<file path="src/rtl/occ_pkg.sv">
package occ_pkg;

    localparam int N_CH    = 8;
    localparam int CNT_W   = 16;
    localparam int BUS_AW  = 4;
    localparam int BUS_DW  = 16;
    localparam int ACT_W   = 2;
    localparam int MASTER  = N_CH - 1;
    localparam int CH_IW   = $clog2(N_CH);
    localparam int ACTR_W  = N_CH * ACT_W;

    // register map: compare registers first, then the control block
    localparam logic [BUS_AW-1:0] A_OCSEL = BUS_AW'(N_CH);
    localparam logic [BUS_AW-1:0] A_ACT   = BUS_AW'(N_CH + 1);
    localparam logic [BUS_AW-1:0] A_MMASK = BUS_AW'(N_CH + 2);
    localparam logic [BUS_AW-1:0] A_MDATA = BUS_AW'(N_CH + 3);
    localparam logic [BUS_AW-1:0] A_DDR   = BUS_AW'(N_CH + 4);
    localparam logic [BUS_AW-1:0] A_PDATA = BUS_AW'(N_CH + 5);
    localparam logic [BUS_AW-1:0] A_CNT   = BUS_AW'(N_CH + 6);
    localparam logic [BUS_AW-1:0] A_PIN   = BUS_AW'(N_CH + 7);

    typedef enum logic [ACT_W-1:0] {
        ACT_NONE   = 2'b00,
        ACT_TOGGLE = 2'b01,
        ACT_CLEAR  = 2'b10,
        ACT_SET    = 2'b11
    } oc_act_e;

    typedef struct packed {
        logic [N_CH-1:0]   oc_sel;
        logic [ACTR_W-1:0] act;
        logic [N_CH-1:0]   mmask;
        logic [N_CH-1:0]   mdata;
        logic [N_CH-1:0]   ddr;
        logic [N_CH-1:0]   pdata;
    } occ_cfg_t;

    function automatic logic apply_act(input oc_act_e a, input logic cur);
        logic r;
        case (a)
            ACT_TOGGLE: r = ~cur;
            ACT_CLEAR:  r = 1'b0;
            ACT_SET:    r = 1'b1;
            default:    r = cur;
        endcase
        return r;
    endfunction

    function automatic oc_act_e act_of(input logic [ACTR_W-1:0] v, input int ch);
        return oc_act_e'(v[ch*ACT_W +: ACT_W]);
    endfunction

endpackage

</file>
<file path="src/rtl/occ_counter.sv">
module occ_counter
    import occ_pkg::*;
(
    input  logic             clk,
    input  logic             rst,
    output logic [CNT_W-1:0] cnt
);

    logic [CNT_W-1:0] cnt_q;

    always_ff @(posedge clk) begin
        if (rst) cnt_q <= '0;
        else     cnt_q <= cnt_q + 1'b1;
    end

    assign cnt = cnt_q;

    // one step per clock once out of reset
    a_r1_count_step: assert property (@(posedge clk) disable iff (rst)
        !$past(rst) |-> cnt_q == $past(cnt_q) + 1'b1);

endmodule

</file>
<file path="src/rtl/occ_regfile.sv">
module occ_regfile
    import occ_pkg::*;
(
    input  logic                  clk,
    input  logic                  rst,
    input  logic                  we,
    input  logic [BUS_AW-1:0]     addr,
    input  logic [BUS_DW-1:0]     wdata,
    input  logic [CNT_W-1:0]      cnt,
    input  logic [N_CH-1:0]       pin_val,
    output occ_cfg_t              cfg,
    output logic [N_CH*CNT_W-1:0] cmp_flat,
    output logic [BUS_DW-1:0]     rdata
);

    logic [CNT_W-1:0] cmp_q [N_CH];
    occ_cfg_t         cfg_q;

    genvar c;
    generate
        for (c = 0; c < N_CH; c++) begin : g_cmp
            always_ff @(posedge clk) begin
                if (rst)
                    cmp_q[c] <= '0;
                else if (we && addr == BUS_AW'(c))
                    cmp_q[c] <= wdata[CNT_W-1:0];
            end
            assign cmp_flat[c*CNT_W +: CNT_W] = cmp_q[c];
        end
    endgenerate

    always_ff @(posedge clk) begin
        if (rst) begin
            cfg_q <= '0;
        end else if (we) begin
            case (addr)
                A_OCSEL: cfg_q.oc_sel <= wdata[N_CH-1:0];
                A_ACT:   cfg_q.act    <= wdata[ACTR_W-1:0];
                A_MMASK: cfg_q.mmask  <= wdata[N_CH-1:0];
                A_MDATA: cfg_q.mdata  <= wdata[N_CH-1:0];
                A_DDR:   cfg_q.ddr    <= wdata[N_CH-1:0];
                A_PDATA: cfg_q.pdata  <= wdata[N_CH-1:0];
                default: ;
            endcase
        end
    end

    assign cfg = cfg_q;

    always_comb begin
        rdata = '0;
        if (addr < BUS_AW'(N_CH)) begin
            rdata = BUS_DW'(cmp_q[addr[CH_IW-1:0]]);
        end else begin
            case (addr)
                A_OCSEL: rdata = BUS_DW'(cfg_q.oc_sel);
                A_ACT:   rdata = BUS_DW'(cfg_q.act);
                A_MMASK: rdata = BUS_DW'(cfg_q.mmask);
                A_MDATA: rdata = BUS_DW'(cfg_q.mdata);
                A_DDR:   rdata = BUS_DW'(cfg_q.ddr);
                A_PDATA: rdata = BUS_DW'(cfg_q.pdata);
                A_CNT:   rdata = BUS_DW'(cnt);
                A_PIN:   rdata = BUS_DW'(pin_val);
                default: rdata = '0;
            endcase
        end
    end

    // master mask and data leave reset cleared
    a_r2_master_reset_zero: assert property (@(posedge clk) disable iff (rst)
        $past(rst) |-> (cfg_q.mmask == '0 && cfg_q.mdata == '0));

    // the counter address is read-only
    a_r1_cnt_not_stored: assert property (@(posedge clk) disable iff (rst)
        (we && addr == A_CNT) |=> cfg_q == $past(cfg_q));

endmodule

</file>
<file path="src/rtl/occ_match.sv">
module occ_match
    import occ_pkg::*;
(
    input  logic [CNT_W-1:0]      cnt,
    input  logic [N_CH*CNT_W-1:0] cmp_flat,
    input  logic [N_CH-1:0]       oc_sel,
    output logic [N_CH-1:0]       hit
);

    genvar c;
    generate
        for (c = 0; c < N_CH; c++) begin : g_eq
            assign hit[c] = oc_sel[c] && (cmp_flat[c*CNT_W +: CNT_W] == cnt);
        end
    endgenerate

endmodule

</file>
<file path="src/rtl/occ_port.sv">
module occ_port
    import occ_pkg::*;
(
    input  logic            clk,
    input  logic            rst,
    input  occ_cfg_t        cfg,
    input  logic [N_CH-1:0] hit,
    output logic [N_CH-1:0] port_out,
    output logic [N_CH-1:0] port_oe
);

    logic [N_CH-1:0] q_r;
    logic [N_CH-1:0] q_nxt;
    logic [N_CH-1:0] act_en;
    logic [N_CH-1:0] act_nz;
    logic [N_CH-1:0] drive;
    logic            master_hit;

    assign master_hit = hit[MASTER];
    assign act_en     = hit & ~cfg.mmask;

    genvar c;
    generate
        for (c = 0; c < N_CH; c++) begin : g_bit
            assign act_nz[c] = act_of(cfg.act, c) != ACT_NONE;

            always_comb begin
                q_nxt[c] = q_r[c];
                if (master_hit && cfg.mmask[c])
                    q_nxt[c] = cfg.mdata[c];
                else if (act_en[c])
                    q_nxt[c] = apply_act(act_of(cfg.act, c), q_r[c]);
            end
        end
    endgenerate

    always_ff @(posedge clk) begin
        if (rst) q_r <= '0;
        else     q_r <= q_nxt;
    end

    assign drive    = cfg.oc_sel & (act_nz | cfg.mmask);
    assign port_oe  = drive | cfg.ddr;
    assign port_out = (drive & q_r) | (~drive & cfg.pdata);

    // the master leaves unmasked bits alone when nothing else fires
    a_r5_unmasked_hold: assert property (@(posedge clk) disable iff (rst)
        (master_hit && act_en == '0) |=> ((q_r ^ $past(q_r)) & ~$past(cfg.mmask)) == '0);

    // masked bits take the master data on a master match
    a_r6_master_wins: assert property (@(posedge clk) disable iff (rst)
        master_hit |=> ((q_r ^ $past(cfg.mdata)) & $past(cfg.mmask)) == '0);

    // without a master match, masked bits never change
    a_r7_mask_blocks: assert property (@(posedge clk) disable iff (rst)
        !master_hit |=> ((q_r ^ $past(q_r)) & $past(cfg.mmask)) == '0);

    // with no compare channel selected the pins are plain I/O
    a_r9_plain_io: assert property (@(posedge clk) disable iff (rst)
        (cfg.oc_sel == '0) |-> (port_oe == cfg.ddr && port_out == cfg.pdata));

endmodule

</file>
<file path="src/rtl/occ_timer.sv">
module occ_timer
    import occ_pkg::*;
(
    input  logic              clk,
    input  logic              rst,
    input  logic              bus_we,
    input  logic [BUS_AW-1:0] bus_addr,
    input  logic [BUS_DW-1:0] bus_wdata,
    output logic [BUS_DW-1:0] bus_rdata,
    output logic [N_CH-1:0]   port_out,
    output logic [N_CH-1:0]   port_oe
);

    logic [CNT_W-1:0]      cnt;
    logic [N_CH*CNT_W-1:0] cmp_flat;
    logic [N_CH-1:0]       hit;
    occ_cfg_t              cfg;

    occ_counter u_cnt (
        .clk (clk),
        .rst (rst),
        .cnt (cnt)
    );

    occ_regfile u_regs (
        .clk      (clk),
        .rst      (rst),
        .we       (bus_we),
        .addr     (bus_addr),
        .wdata    (bus_wdata),
        .cnt      (cnt),
        .pin_val  (port_out),
        .cfg      (cfg),
        .cmp_flat (cmp_flat),
        .rdata    (bus_rdata)
    );

    occ_match u_match (
        .cnt      (cnt),
        .cmp_flat (cmp_flat),
        .oc_sel   (cfg.oc_sel),
        .hit      (hit)
    );

    occ_port u_port (
        .clk      (clk),
        .rst      (rst),
        .cfg      (cfg),
        .hit      (hit),
        .port_out (port_out),
        .port_oe  (port_oe)
    );

endmodule

</file>
<file path="config.mk">
export PLATFORM = sky130hd
export DESIGN_NAME = occ_timer
export DESIGN_NICKNAME = d
export VERILOG_FILES = /design/src/rtl/occ_pkg.sv /design/src/rtl/occ_counter.sv /design/src/rtl/occ_regfile.sv /design/src/rtl/occ_match.sv /design/src/rtl/occ_port.sv /design/src/rtl/occ_timer.sv
export SDC_FILE = /design/constraint.sdc
export NUM_CORES = 1
export LEC_CHECK = 0
export ABC_AREA = 1
export BUFFER_PORTS_ARGS = -buffer_cell sky130_fd_sc_hd__clkbuf_2
export CORE_UTILIZATION = 30
export CTS_CLUSTER_DIAMETER = 200
export DETAILED_ROUTE_END_ITERATION = 6
export PLACE_DENSITY = 0.5
export SYNTH_ARGS = -nofsm -noshare
export SYNTH_HDL_FRONTEND = slang
export SYNTH_SLANG_ARGS = --single-unit
export TNS_END_PERCENT = 1
</file>
<file path="constraint.sdc">
create_clock -name clk -period 2.7 [get_ports clk]
set_clock_uncertainty 0.2 [all_clocks]
set_input_delay 0.81 -clock clk [delete_from_list [all_inputs] [get_ports clk]]
set_output_delay 0.81 -clock clk [all_outputs]
set_load 0.02 [all_outputs]
</file>
==> impl_summary.md, run 1 <==
Global routing
The via count of the first global-routing pass was 10900. The initial antenna violation count is 0. The global-route total usage across every layer is 24.5%. The global-route wire length before repair is 70300 microns. The maximum number of pins on one net before global-route repair is 35. The total overflow left after global routing is 0.

Yosys
Ranked by total cell area, the synthesized netlist is headed by edfxtp_1 33%, dfxtp_1 14%, nand2_1 12%. The number of enable-type register cells in the synthesized netlist is 128. The cell count after synthesis came out at 1509. The count of distinct cell types in the synthesized netlist is 44. The largest total area in the synthesized netlist belongs to edfxtp_1. The proportion of synthesized flip-flops having asynchronous set or reset is 0%. After synthesis the cells add up to 0.0116 sq mm. The share of the Yosys chip area taken by registers is 46.8%. The mean instance size in the synthesized netlist is 7.71 sq um. The area share of the largest cell type after synthesis is 33.0%. The number of register bits inferred by synthesis is 208. The number of nets in the synthesized netlist is 1541.

In the synthesized netlist the dominant register cell turns out to be edfxtp_1. The Yosys step of the flow raised 0 warnings.

Critical path
The register-to-register setup slack is 0.40 ns. On the critical path, the stage with the largest delay is an instance of a211oi_2. The startpoint of the worst register-to-register path is u_cnt.cnt[12].

For the worst setup path, the data required time is 1.69 ns. The data arrival time of the worst path is 2.12 ns. In this design, the stage delay of the slowest critical-path cell is 0.24 ns. Of all nets on the critical path, the largest fanout is 5. In this run the critical register-to-register path is captured at u_port.q_r[6]. STA classifies the critical path startpoint as a primary input. The critical path class is in2out.

Measured in cells, the most critical reg-to-reg path has a length of 11. The critical path goes through clkbuf_16 -> inv_6 -> nand2_4 -> buf_12 -> nor2_4 -> buf_12 -> nand2_4 -> nand4_1 -> a211oi_2 -> buf_4 -> nand3_4 -> buf_8. The worst path buffer plus inverter count is 6.

The cell family with the largest share of critical-path delay is buffers and inverters. The worst setup path is captured at an output port.

STA
Setup repair after global routing could not meet its margin everywhere. The relative slew slack is 50.2%. The final critical path takes up 116% of the cycle. Static timing analysis puts the maximum clock frequency at 319 MHz. The count of final max-slew check failures was 0. Once routing completed, OpenROAD measured the worst setup slack at -0.430 ns.

Setup violations remaining at the end of the flow were counted as 19. At the pin with the least slew margin, the transition time is 0.746 ns. In the final timing run, aggregate negative setup slack is -6.40 ns.

The worst path in the final design needs a cycle of 3.13 ns, including I/O delays and setup. The count of endpoints failing hold in the final timing report is 0.

Clock network
Hold repair after CTS inserted 0 buffers. The maximum buffer depth of the clock tree is 3. CTS built an H-tree with a depth of 1. TritonCTS built the clock tree.

At the later pin of the worst-skew pair, clock insertion delay measures 0.53 ns. The clock edge transition at the registers on the reported setup and hold paths is 0.06 ns. The master cell of the clock root buffer is clkbuf_16. The number of CTS-inserted buffers is 25. The clock drives 208 sinks.

Power and ir drop
The leakage power is 6.38 nW. The largest vdd supply drop is 374 uV. The power per unit of standard cell area is 525 mW/mm^2.

Worst hold path
The startpoint identified for the worst hold timing path is u_regs.cfg[10]. For hold timing, the worst endpoint is u_regs.cfg[10]. The cell depth of the worst min-delay path is 2.

In this run the worst hold path is classified as reg2reg.

Floorplan
The vertical extent of the die is 199 microns. The floorplan step defined a core boundary enclosing 0.0379 sq mm. Once the floorplan was initialized, standard cells occupied 30.7% of the core. 55 I/O pins were placed.

The horizontal extent of the die is 199 microns. The number of core rows is 71. The full die area is 0.0396 sq mm.

Routing
The count of nets left with antenna violations once routing finished came out at 0. The wire length per cell after detailed routing is 21.5 microns. Dividing the detail-routed via count by the number of cells gives 5.11. For this block, the routed nets add up to 47700 microns of wire. The number of DRC violations after detailed routing is 0. The number of vias after detailed routing is 11300. After the first detailed-routing iteration, the DRC count stood at 1124. The iteration count of the initial detailed-routing pass is 6.

Status
The checks that failed: negative setup slack. The flow ran to the end, but the final reports show violations.

Cells and area
The final standard cell count with taps included and fillers excluded is 2223. The combined flip-flop and latch cell area is 0.00545 sq mm. The area growth from synthesis to layout is 29.7%. The post-route netlist has 23.5% of its cells at a drive strength greater than 1. The utilization after layout is 39.8%. The final net count is 1726. In the layout the commonest cells are 356 x nand2_1, 225 x nor2_1, 151 x buf_4, 130 x inv_1, 128 x edfxtp_1. Counting the fill cells in the layout gives 3929. In the final layout, the multi-input gates occupy 0.00560 sq mm. The library cell used most frequently in the layout, excluding fill and tap cells, is nand2_1.

0 antenna diodes ended up in the layout.

Place
The post-placement cell count is 2164. Summed over all nets, the half-perimeter wirelength after detailed placement is 36800 microns. Routability-driven placement finished with a final weighted congestion of 0.937. The number of port buffers is 54.

Flow run
The number of max-capacitance violations reported is 0.
## state kept, by name, indices dropped and copies added, names as in the netlist
| register | count |
|---|---|
| u_cnt.cnt | 16 |
| u_port.q_r | 8 |
| u_regs.cfg | 56 |
| u_regs.cmp_q | 128 |
## per-layer routing
layer	vias up	GRT usage [%]	routed length [microns]
met4	0	10.0	2010
met5	-	0	0
li1	5354	-	-
met2	446	40.0	22000
met3	91	2.73	3160
met1	5458	32.8	20500
## kinds of logic (layout without fill, tap and decap cells)
group,count (synthesis),count (layout),synth area share (%)
AOI/OAI and AO/OA,310,310,15.1
xor gates and xnor gates,41,41,3.09
adders and majority gates,9,9,0.968
buffers and inverters,238,441,8.75
DFF,208,208,46.8
muxes,1,1,0.0968
and+or+nand+nor,702,702,25.2
## layout make-up
type	instances	area share, %
timing repair buffer	226	13.0
multi-input combinational	1063	37.1
sequential	208	36.1
tap	511	4.24
inverter	169	4.46
timing repair inverter	1	0.0415
clock inverter	12	0.556
clock buffer	33	4.55
## through the flow
step / cell area, sq um / total power, mW / worst slack [ns] / hold slack (ns)
floorplan: 11700 / 4.15 / -0.0269 / 0.245
global placement: 13600 / 4.61 / -0.769 / 0.274
detailed placement: 13600 / 4.61 / -0.775 / 0.278
CTS: 15000 / 7.94 / -0.409 / 0.288
global route: 15100 / 8.15 / -0.490 / 0.322
finish: 15100 / 7.92 / -0.430 / 0.287
## report_power, final
group | switching (mW) | leakage, nW | internal, mW
sequential | 0.108 | 1.87 | 3.51
clock | 1.37 | 0.374 | 1.87
combinational | 0.666 | 4.13 | 0.383
total | 2.15 | 6.38 | 5.77
## how the worst max path moves through the flow
stage | startpoint | to | depth (start not counted)
3_5_place_dp | bus_addr[1] | bus_rdata[1] | 8
2_1_floorplan | bus_addr[2] | bus_rdata[5] | 9
3_3_place_gp | bus_addr[1] | bus_rdata[1] | 8
4_1_cts | bus_addr[1] | bus_rdata[13] | 11
6_report | bus_addr[1] | bus_rdata[5] | 12
5_1_grt | bus_addr[1] | bus_rdata[5] | 12
## tightest hold or removal path: stages (launching register included)
cell and delay (ns):
dfxtp_1 0.30, inv_1 0.08, a21oi_1 0.06
## what timing repair did
| item | in CTS | in global routing |
|---|---|---|
| setup buffers | 12 | 2 |
| hold endpoints to repair | 0 | 0 |
| resized for setup | 137 | 38 |
| endpoints found under the setup margin | 26 | 25 |
| pin swaps | 25 | 22 |
| cloned | 1 | 0 |
## Yosys cell counts (2+ instances only)
cell type	number
clkinv_1	8
nand3_2	3
dfxtp_1	80
xor2_1	23
ha_1	9
nand3_1	32
o21ai_2	2
a21oi_1	77
buf_1	2
inv_4	2
a211oi_1	6
o22ai_1	26
nor3_4	2
nor3_1	9
o2111ai_1	10
nor2_4	9
a22oi_1	24
buf_4	10
buf_6	6
inv_2	18
nand4_1	23
nand2_1	374
buf_2	25
nor2_1	229
xnor2_1	18
o21ai_0	117
o21ai_1	33
edfxtp_1	128
clkbuf_1	26
nor2_2	11
o221ai_1	8
nand2_2	6
a21oi_2	4
inv_1	139
Note: power is estimated with default switching activity, not from simulation.
==> run 2: changes to the inputs <==
--- a/config.mk
+++ b/config.mk
@@ -11,6 +11,7 @@
 export CTS_CLUSTER_DIAMETER = 200
 export DETAILED_ROUTE_END_ITERATION = 6
 export PLACE_DENSITY = 0.5
+export REMOVE_ABC_BUFFERS = 1
 export SYNTH_ARGS = -nofsm -noshare
 export SYNTH_HDL_FRONTEND = slang
 export SYNTH_SLANG_ARGS = --single-unit
==> impl_summary.md, run 2 (synthesis gave the netlist of run 1 again) <==
STA
The total setup violations reported at the end of the flow was 21 (+2). The minimum clock period is 3.16 ns (+0.0258 ns). The final critical-path share of the clock period is 117% (+0.95 points). The count of final max-slew check failures is 0 (unchanged). Setup repair after global routing could not meet its margin everywhere. The relative slew slack is 51.9% (+1.7 points).

The total negative slack was -7.02 ns (-0.623 ns). The worst hold-check slack is 0.308 ns (+0.0204 ns). The actual slew at the worst max-slew pin is 0.720 ns (-0.0258 ns). The setup slack of the critical path after layout came to -0.456 ns (-0.0258 ns). The count of endpoints failing hold in the final timing report is 0 (unchanged).

The fmax came to 317 MHz (-0.82%).

Floorplan
The vertical extent of the die is 199 microns (unchanged). The number of core rows was 71 (unchanged). The top-level port count was 55 (unchanged). The horizontal extent of the die was 199 microns (unchanged).

The initial core utilization is 30.7% (unchanged). The floorplan core area was 0.0379 sq mm (unchanged). The full die area is 0.0396 sq mm (unchanged).

Cells and area
The most common cell after layout, fill and taps aside is nand2_1. The number of flip-flops in the largest register was 128 (unchanged). The fill cell instance count of the final layout is 3953 (+0.61%). The top cell types in the final layout, fill and taps aside, are 358 x nand2_1, 227 x nor2_1, 148 x buf_4, 132 x inv_1, 128 x edfxtp_1. The post-route cell area is 0.0151 sq mm (+0.12%).

Relative to the synthesized area, the layout overhead comes to 29.9%. The share of cells above drive strength 1 came to 23.5% (-0.031 points). The register bank with the most flops is u_regs.cmp_q.

The antenna diode instance count is 0 (unchanged). The utilization after layout is 39.8% (+0.049 points). The final net count was 1724 (-0.12%).

Power and ir drop
The leakage power came to 6.40 nW (+0.31%). The power per unit of standard cell area is 544 mW/mm^2 (+3.7%). The largest vdd supply drop was 386 uV (+3.2%).

Clock network
The worst-skew pair later-pin latency is 0.55 ns (+0.02 ns). The number of H-tree levels is 1 (unchanged). The maximum buffer depth of the clock tree came to 3 (unchanged). The TritonCTS clock tree is yes.

The clock edge transition at the registers on the reported setup and hold paths is 0.06 ns (about the same). The number of clock sinks is 208 (unchanged). The number of CTS-inserted buffers is 25 (unchanged).

The hold buffer count at CTS is 0 (unchanged). The cell sitting at the root of the clock tree is a clkbuf_16.

Critical path
The count of cells along the worst register-to-register path is 10 (-1). The worst endpoint required time is 1.69 ns (about the same). The worst setup path is launched from a primary input. In this run the worst setup path begins at bus_addr[2]. The register-to-register setup slack is 0.34 ns (-0.06 ns). The destination of the worst register-to-register timing path is u_cnt.cnt[12]. The capturing instance or port of the critical path is bus_rdata[13]. The data arrival time of the worst path came to 2.15 ns (+0.03 ns). The highest net fanout along the worst path came to 8 (+3). STA classifies the critical path endpoint as an output port. The startpoint of the worst register-to-register path is u_cnt.cnt[0]. The worst setup path is of the in2out kind.

Worst hold path
The path class of the lowest-slack min-delay path is reg2reg.

Status
The run finished, with violations left. The final reports fail on negative setup slack.

Place
The total half-perimeter wirelength after legalization and detailed placement is 39200 microns (+6.4%). The number of port buffers is 54 (unchanged). The instance area after placement was 0.0137 sq mm (+0.46%). The global placer's final weighted congestion is 0.929 (-0.80%).

Routing
The number of vias after detailed routing is 11300 (-0.035%). The number of nets with antenna violations after routing is 0 (unchanged). The wire length per cell after detailed routing is 22.8 microns (+6.1%). The iteration count of the initial detailed-routing pass is 5 (-1). The number of DRC violations after detailed routing is 0 (unchanged).

The total routed wirelength was 50600 microns (+6.0%). The starting DRC count in detailed routing came to 836 (-26%). The via density per instance is 5.11 (about the same).

Global routing
The via count of the first global-routing pass is 10900 (-0.0091%). The maximum number of pins on one net before global-route repair is 56 (+60%). The global-route total usage across every layer is 26.0% (+1.5 points). The total global routing overflow is 0 (unchanged). The initial antenna violation count was 0 (unchanged).

The global-route wire length before repair is 73300 microns (+4.2%).

Flow run
The number of max-capacitance violations reported is 0 (unchanged).
run 2: changes by cell type in the layout (fill, tap and decap cells not counted), sizes merged:
cell	change
buf	-1
bufinv	+3
clkbuf	-8
clkinv	+2
clkinvlp	+3
inv	-1
run 2: through the flow:
stage          setup WS, ns  power [mW]  cells
2_1_floorplan        -0.453        4.11   1440
3_3_place_gp         -0.650        4.64   2168
3_5_place_dp         -0.656        4.64   2168
4_1_cts              -0.448        8.24   2220
5_1_grt              -0.497        8.47   2221
6_report             -0.456        8.22   2221
run 2: report_power, final:
part / internal, mW / total, mW / switching, mW
logic: 0.379 / 1.04 / 0.658
registers: 3.51 / 3.64 / 0.124
clock network: 2.08 / 3.55 / 1.47
run 2: routing by layer:
metal	GRT usage (%)	share of wire, %	up-vias	routed length (microns)
li1	-	-	5348	-
met2	41.9	46	383	23100
met3	2.46	5.7	91	2870
met1	35.4	44	5523	22400
met5	0	0	-	0
met4	10.9	4.2	0	2130
run 2: worst min path at each step:
| stage | start | to | slack (ns) | cells past startpoint |
|---|---|---|---|---|
| final | u_regs.cfg[15] | u_regs.cfg[15] | 0.31 | 2 |
| after global placement | u_port.q_r[7] | u_port.q_r[7] | 0.29 | 2 |
| after detailed placement | u_regs.cfg[19] | u_port.q_r[3] | 0.30 | 2 |
| after CTS | u_regs.cfg[19] | u_port.q_r[3] | 0.31 | 2 |
| after floorplan | u_regs.cfg[11] | u_regs.cfg[11] | 0.25 | 2 |
| after global routing | u_regs.cfg[19] | u_port.q_r[3] | 0.34 | 2 |
run 2: worst max-delay path: stages:
cell and delay (ns):
clkbuf_8 0.13, inv_4 0.06, nand2_4 0.06, buf_12 0.14
nor2_4 0.22, inv_4 0.12, buf_4 0.16, o2111ai_2 0.23
buf_2 0.22
run 2: cell type report:
class | instances | area, sq um | area share [%]
clock buffers | 25 | 626 | 4.14
clock inverters | 20 | 218 | 1.44
inverters | 169 | 661 | 4.37
multi-input cells | 1063 | 5540 | 36.7
flip-flops and latches | 208 | 5450 | 36.1
well taps | 511 | 639 | 4.23
repair buffers | 225 | 1970 | 13.0
run 2: timing repair:
action,4_1_cts,5_1_grt
resized for setup,113,45
setup endpoints to repair,28,27
pin swaps,21,14
buffers inserted,7,1
hold endpoints to repair,0,0
==> run 3: changes to the inputs <==
--- a/config.mk
+++ b/config.mk
@@ -12,6 +12,7 @@
 export DETAILED_ROUTE_END_ITERATION = 6
 export PLACE_DENSITY = 0.5
 export REMOVE_ABC_BUFFERS = 1
+export SETUP_SLACK_MARGIN = 0.05
 export SYNTH_ARGS = -nofsm -noshare
 export SYNTH_HDL_FRONTEND = slang
 export SYNTH_SLANG_ARGS = --single-unit
==> impl_summary.md, run 3 (synthesis gave the netlist of run 1 again) <==
Global routing
The maximum number of pins on one net before global-route repair was 56 (unchanged). The global-route wire length before repair is 73300 microns (about the same). The via count of the first global-routing pass is 10900 (-0.0091%). The initial antenna violation count is 0 (unchanged). The global-route total usage across every layer is 25.9% (about the same). The total global routing overflow is 0 (unchanged).

Routing
The iteration count of the initial detailed-routing pass is 5 (unchanged). The starting DRC count in detailed routing is 878 (+5.0%). The number of vias after detailed routing came to 11300 (unchanged).

The via density per instance was 5.11 (unchanged). The total routed wirelength is 50600 microns (about the same). The number of nets with antenna violations after routing is 0 (unchanged). The wire length per cell after detailed routing is 22.8 microns (about the same).

The number of DRC violations after detailed routing is 0 (unchanged).

Cells and area
The share of cells above drive strength 1 is 24.0% (+0.53 points). The final net count is 1724 (unchanged). The utilization after layout is 39.9% (+0.10 points). The library cell used most frequently in the layout, excluding fill and tap cells, is nand2_1.

The fill cell instance count of the final layout was 3952 (-0.025%). The combined flip-flop and latch cell area was 0.00546 sq mm (+0.14%). The area used by multi-input combinational logic is 0.00555 sq mm (+0.14%). The post-route cell area came to 0.0151 sq mm (+0.26%). Relative to the synthesized area, the layout overhead comes to 30.2%. The number of flip-flops in the largest register is 128 (unchanged). In the layout the commonest cells are 357 x nand2_1, 227 x nor2_1, 152 x buf_4, 130 x inv_1, 128 x edfxtp_1. The antenna diode instance count is 0 (unchanged). The register bank with the most flops is u_regs.cmp_q.

STA
The fmax was 316 MHz (-0.20%). The count of endpoints failing hold in the final timing report is 0 (unchanged). Setup repair after global routing could not meet its margin everywhere. The minimum clock period is 3.16 ns (+0.00617 ns). The total setup violations reported at the end of the flow came to 20 (-4.8%). The actual slew at the worst max-slew pin is 0.726 ns (+0.00555 ns). The final critical-path share of the clock period came to 117% (+0.23 points). The setup slack of the critical path after layout is -0.462 ns (-0.00617 ns).

The worst hold-check slack is 0.309 ns (+0.00102 ns). The relative slew slack came to 51.6% (-0.37 points). The count of final max-slew check failures is 0 (unchanged).

Power and ir drop
The proportion of power drawn by the clock network came to 43.1% (about the same). The sequential share of power is 44.2% (about the same). The switching part of the total power is 27.4% (-0.035 points). The total net switching power is 2.25 mW (-0.14%). The largest vdd supply drop is 384 uV (-0.52%). The power per unit of standard cell area was 543 mW/mm^2 (-0.26%). The share of total power in combinational logic is 12.6% (about the same). The leakage power is 6.42 nW (+0.37%). The total internal power is 5.97 mW (about the same).

Place
The number of port buffers is 54 (unchanged). The global placer's final weighted congestion is 0.929 (unchanged). The instance area after placement is 0.0137 sq mm (unchanged). The total half-perimeter wirelength after legalization and detailed placement is 39200 microns (unchanged).

The worst slack at placement is -0.656 ns (unchanged).

Worst hold path
The end point of the worst hold path is u_regs.cfg[15]. In this run the worst hold path is classified as reg2reg. The cell depth of the worst min-delay path came to 2 (unchanged). The origin of the worst min-delay path is u_regs.cfg[15].

Critical path
The cell family with the largest share of critical-path delay is buffers and inverters. The data arrival time of the worst path was 2.15 ns (about the same). The destination of the worst register-to-register timing path is u_cnt.cnt[12]. The nature of the critical path startpoint is a primary input.

The worst setup path is of the in2out kind. The worst endpoint required time is 1.69 ns (about the same). The highest net fanout along the worst path was 18 (+10). The register-to-register setup slack is 0.33 ns (about the same). The startpoint identified for the worst register-to-register timing path is u_cnt.cnt[0]. The worst path buffer plus inverter count was 6 (unchanged). The kind of end point of the critical path is an output port. The count of cells along the worst register-to-register path was 10 (unchanged). The cell with the biggest individual delay on the critical path is clkbuf_8. The largest stage delay on the critical path is 0.21 ns (-0.02 ns). The signal on the critical path passes through clkbuf_8 -> nor2_4 -> buf_12 -> inv_2 -> buf_12 -> o21ai_2 -> o21ai_1 -> buf_4 -> nand4_1 -> clkbuf_8.

Clock network
The maximum buffer depth of the clock tree was 3 (unchanged). The TritonCTS clock tree is yes. The number of H-tree levels is 1 (unchanged).

The hold buffer count at CTS came to 0 (unchanged). The cell sitting at the root of the clock tree is a clkbuf_16. The worst-skew pair later-pin latency is 0.54 ns (about the same). The number of CTS-inserted buffers is 25 (unchanged). The number of clock sinks was 208 (unchanged).

The clock edge transition at the registers on the reported setup and hold paths is 0.06 ns (about the same).

Floorplan
The full die area is 0.0396 sq mm (unchanged). The initial core utilization came to 30.7% (unchanged). The horizontal extent of the die came to 199 microns (unchanged).

The top-level port count is 55 (unchanged). The number of core rows was 71 (unchanged). The floorplan core area is 0.0379 sq mm (unchanged). The vertical extent of the die is 199 microns (unchanged).

Status
The run finished, with violations left. The final reports fail on negative setup slack.

Flow run
The number of max-capacitance violations reported is 0 (unchanged).
run 3: cell types whose count changed in the layout (fill, tap and decap cells not counted), sizes merged:
cell    change
clkbuf      -3
buf         +3
run 3: cell type report:
type / count / area share (%)
Multi-Input combinational cell: 1063 / 36.6
Clock inverter: 20 / 1.44
Tap cell: 511 / 4.22
Timing Repair Buffer: 225 / 13.1
Clock buffer: 25 / 4.13
Inverter: 169 / 4.39
Sequential cell: 208 / 36.0
run 3: timing repair:
action,in CTS,in global routing
buffers inserted,7,1
pin swaps,23,18
gates resized for setup,119,58
gates cloned,0,0
setup endpoints to repair,29,29
run 3: worst max-delay path by stage:
stage / to / depth (start not counted) / slack (ns) / from
final: bus_rdata[1] / 10 / -0.46 / bus_addr[1]
after floorplan: bus_rdata[9] / 6 / -0.45 / bus_addr[1]
after CTS: bus_rdata[6] / 11 / -0.45 / bus_addr[2]
after detailed placement: bus_rdata[12] / 9 / -0.66 / bus_addr[0]
after global routing: bus_rdata[6] / 11 / -0.50 / bus_addr[0]
after global placement: bus_rdata[12] / 9 / -0.65 / bus_addr[0]
run 3: through the flow:
| step | power (mW) | cells | TNS (ns) |
|---|---|---|---|
| after floorplan | 4.11 | 1440 | -70.26 |
| after global placement | 4.64 | 2168 | -17.73 |
| after detailed placement | 4.64 | 2168 | -19.71 |
| after CTS | 8.24 | 2220 | -7.22 |
| after global routing | 8.48 | 2221 | -8.13 |
| final | 8.22 | 2221 | -6.93 |
run 3: per-layer routing:
metal / share of wire [%] / vias to the layer above / GRT usage [%] / wire length [microns]
met5: 0 / - / 0 / 0
met4: 4.3 / 0 / 11.2 / 2190
met3: 5.8 / 96 / 2.48 / 2930
met2: 46 / 449 / 41.8 / 23000
met1: 44 / 5447 / 35.3 / 22400
li1: - / 5353 / - / -
run 3: tightest hold or removal path: stages (launching register included):
cell	delay, ns
dfxtp_1	0.30
inv_1	0.09
a21oi_1	0.07
run 3: power by group through the flow:
stage	Clock (mW)	Combinational, mW	Sequential [mW]
floorplan	0	0.461	3.65
global placement	0	0.941	3.70
detailed placement	0	0.943	3.70
CTS	3.60	1.01	3.63
global route	3.72	1.11	3.65
finish	3.54	1.04	3.64
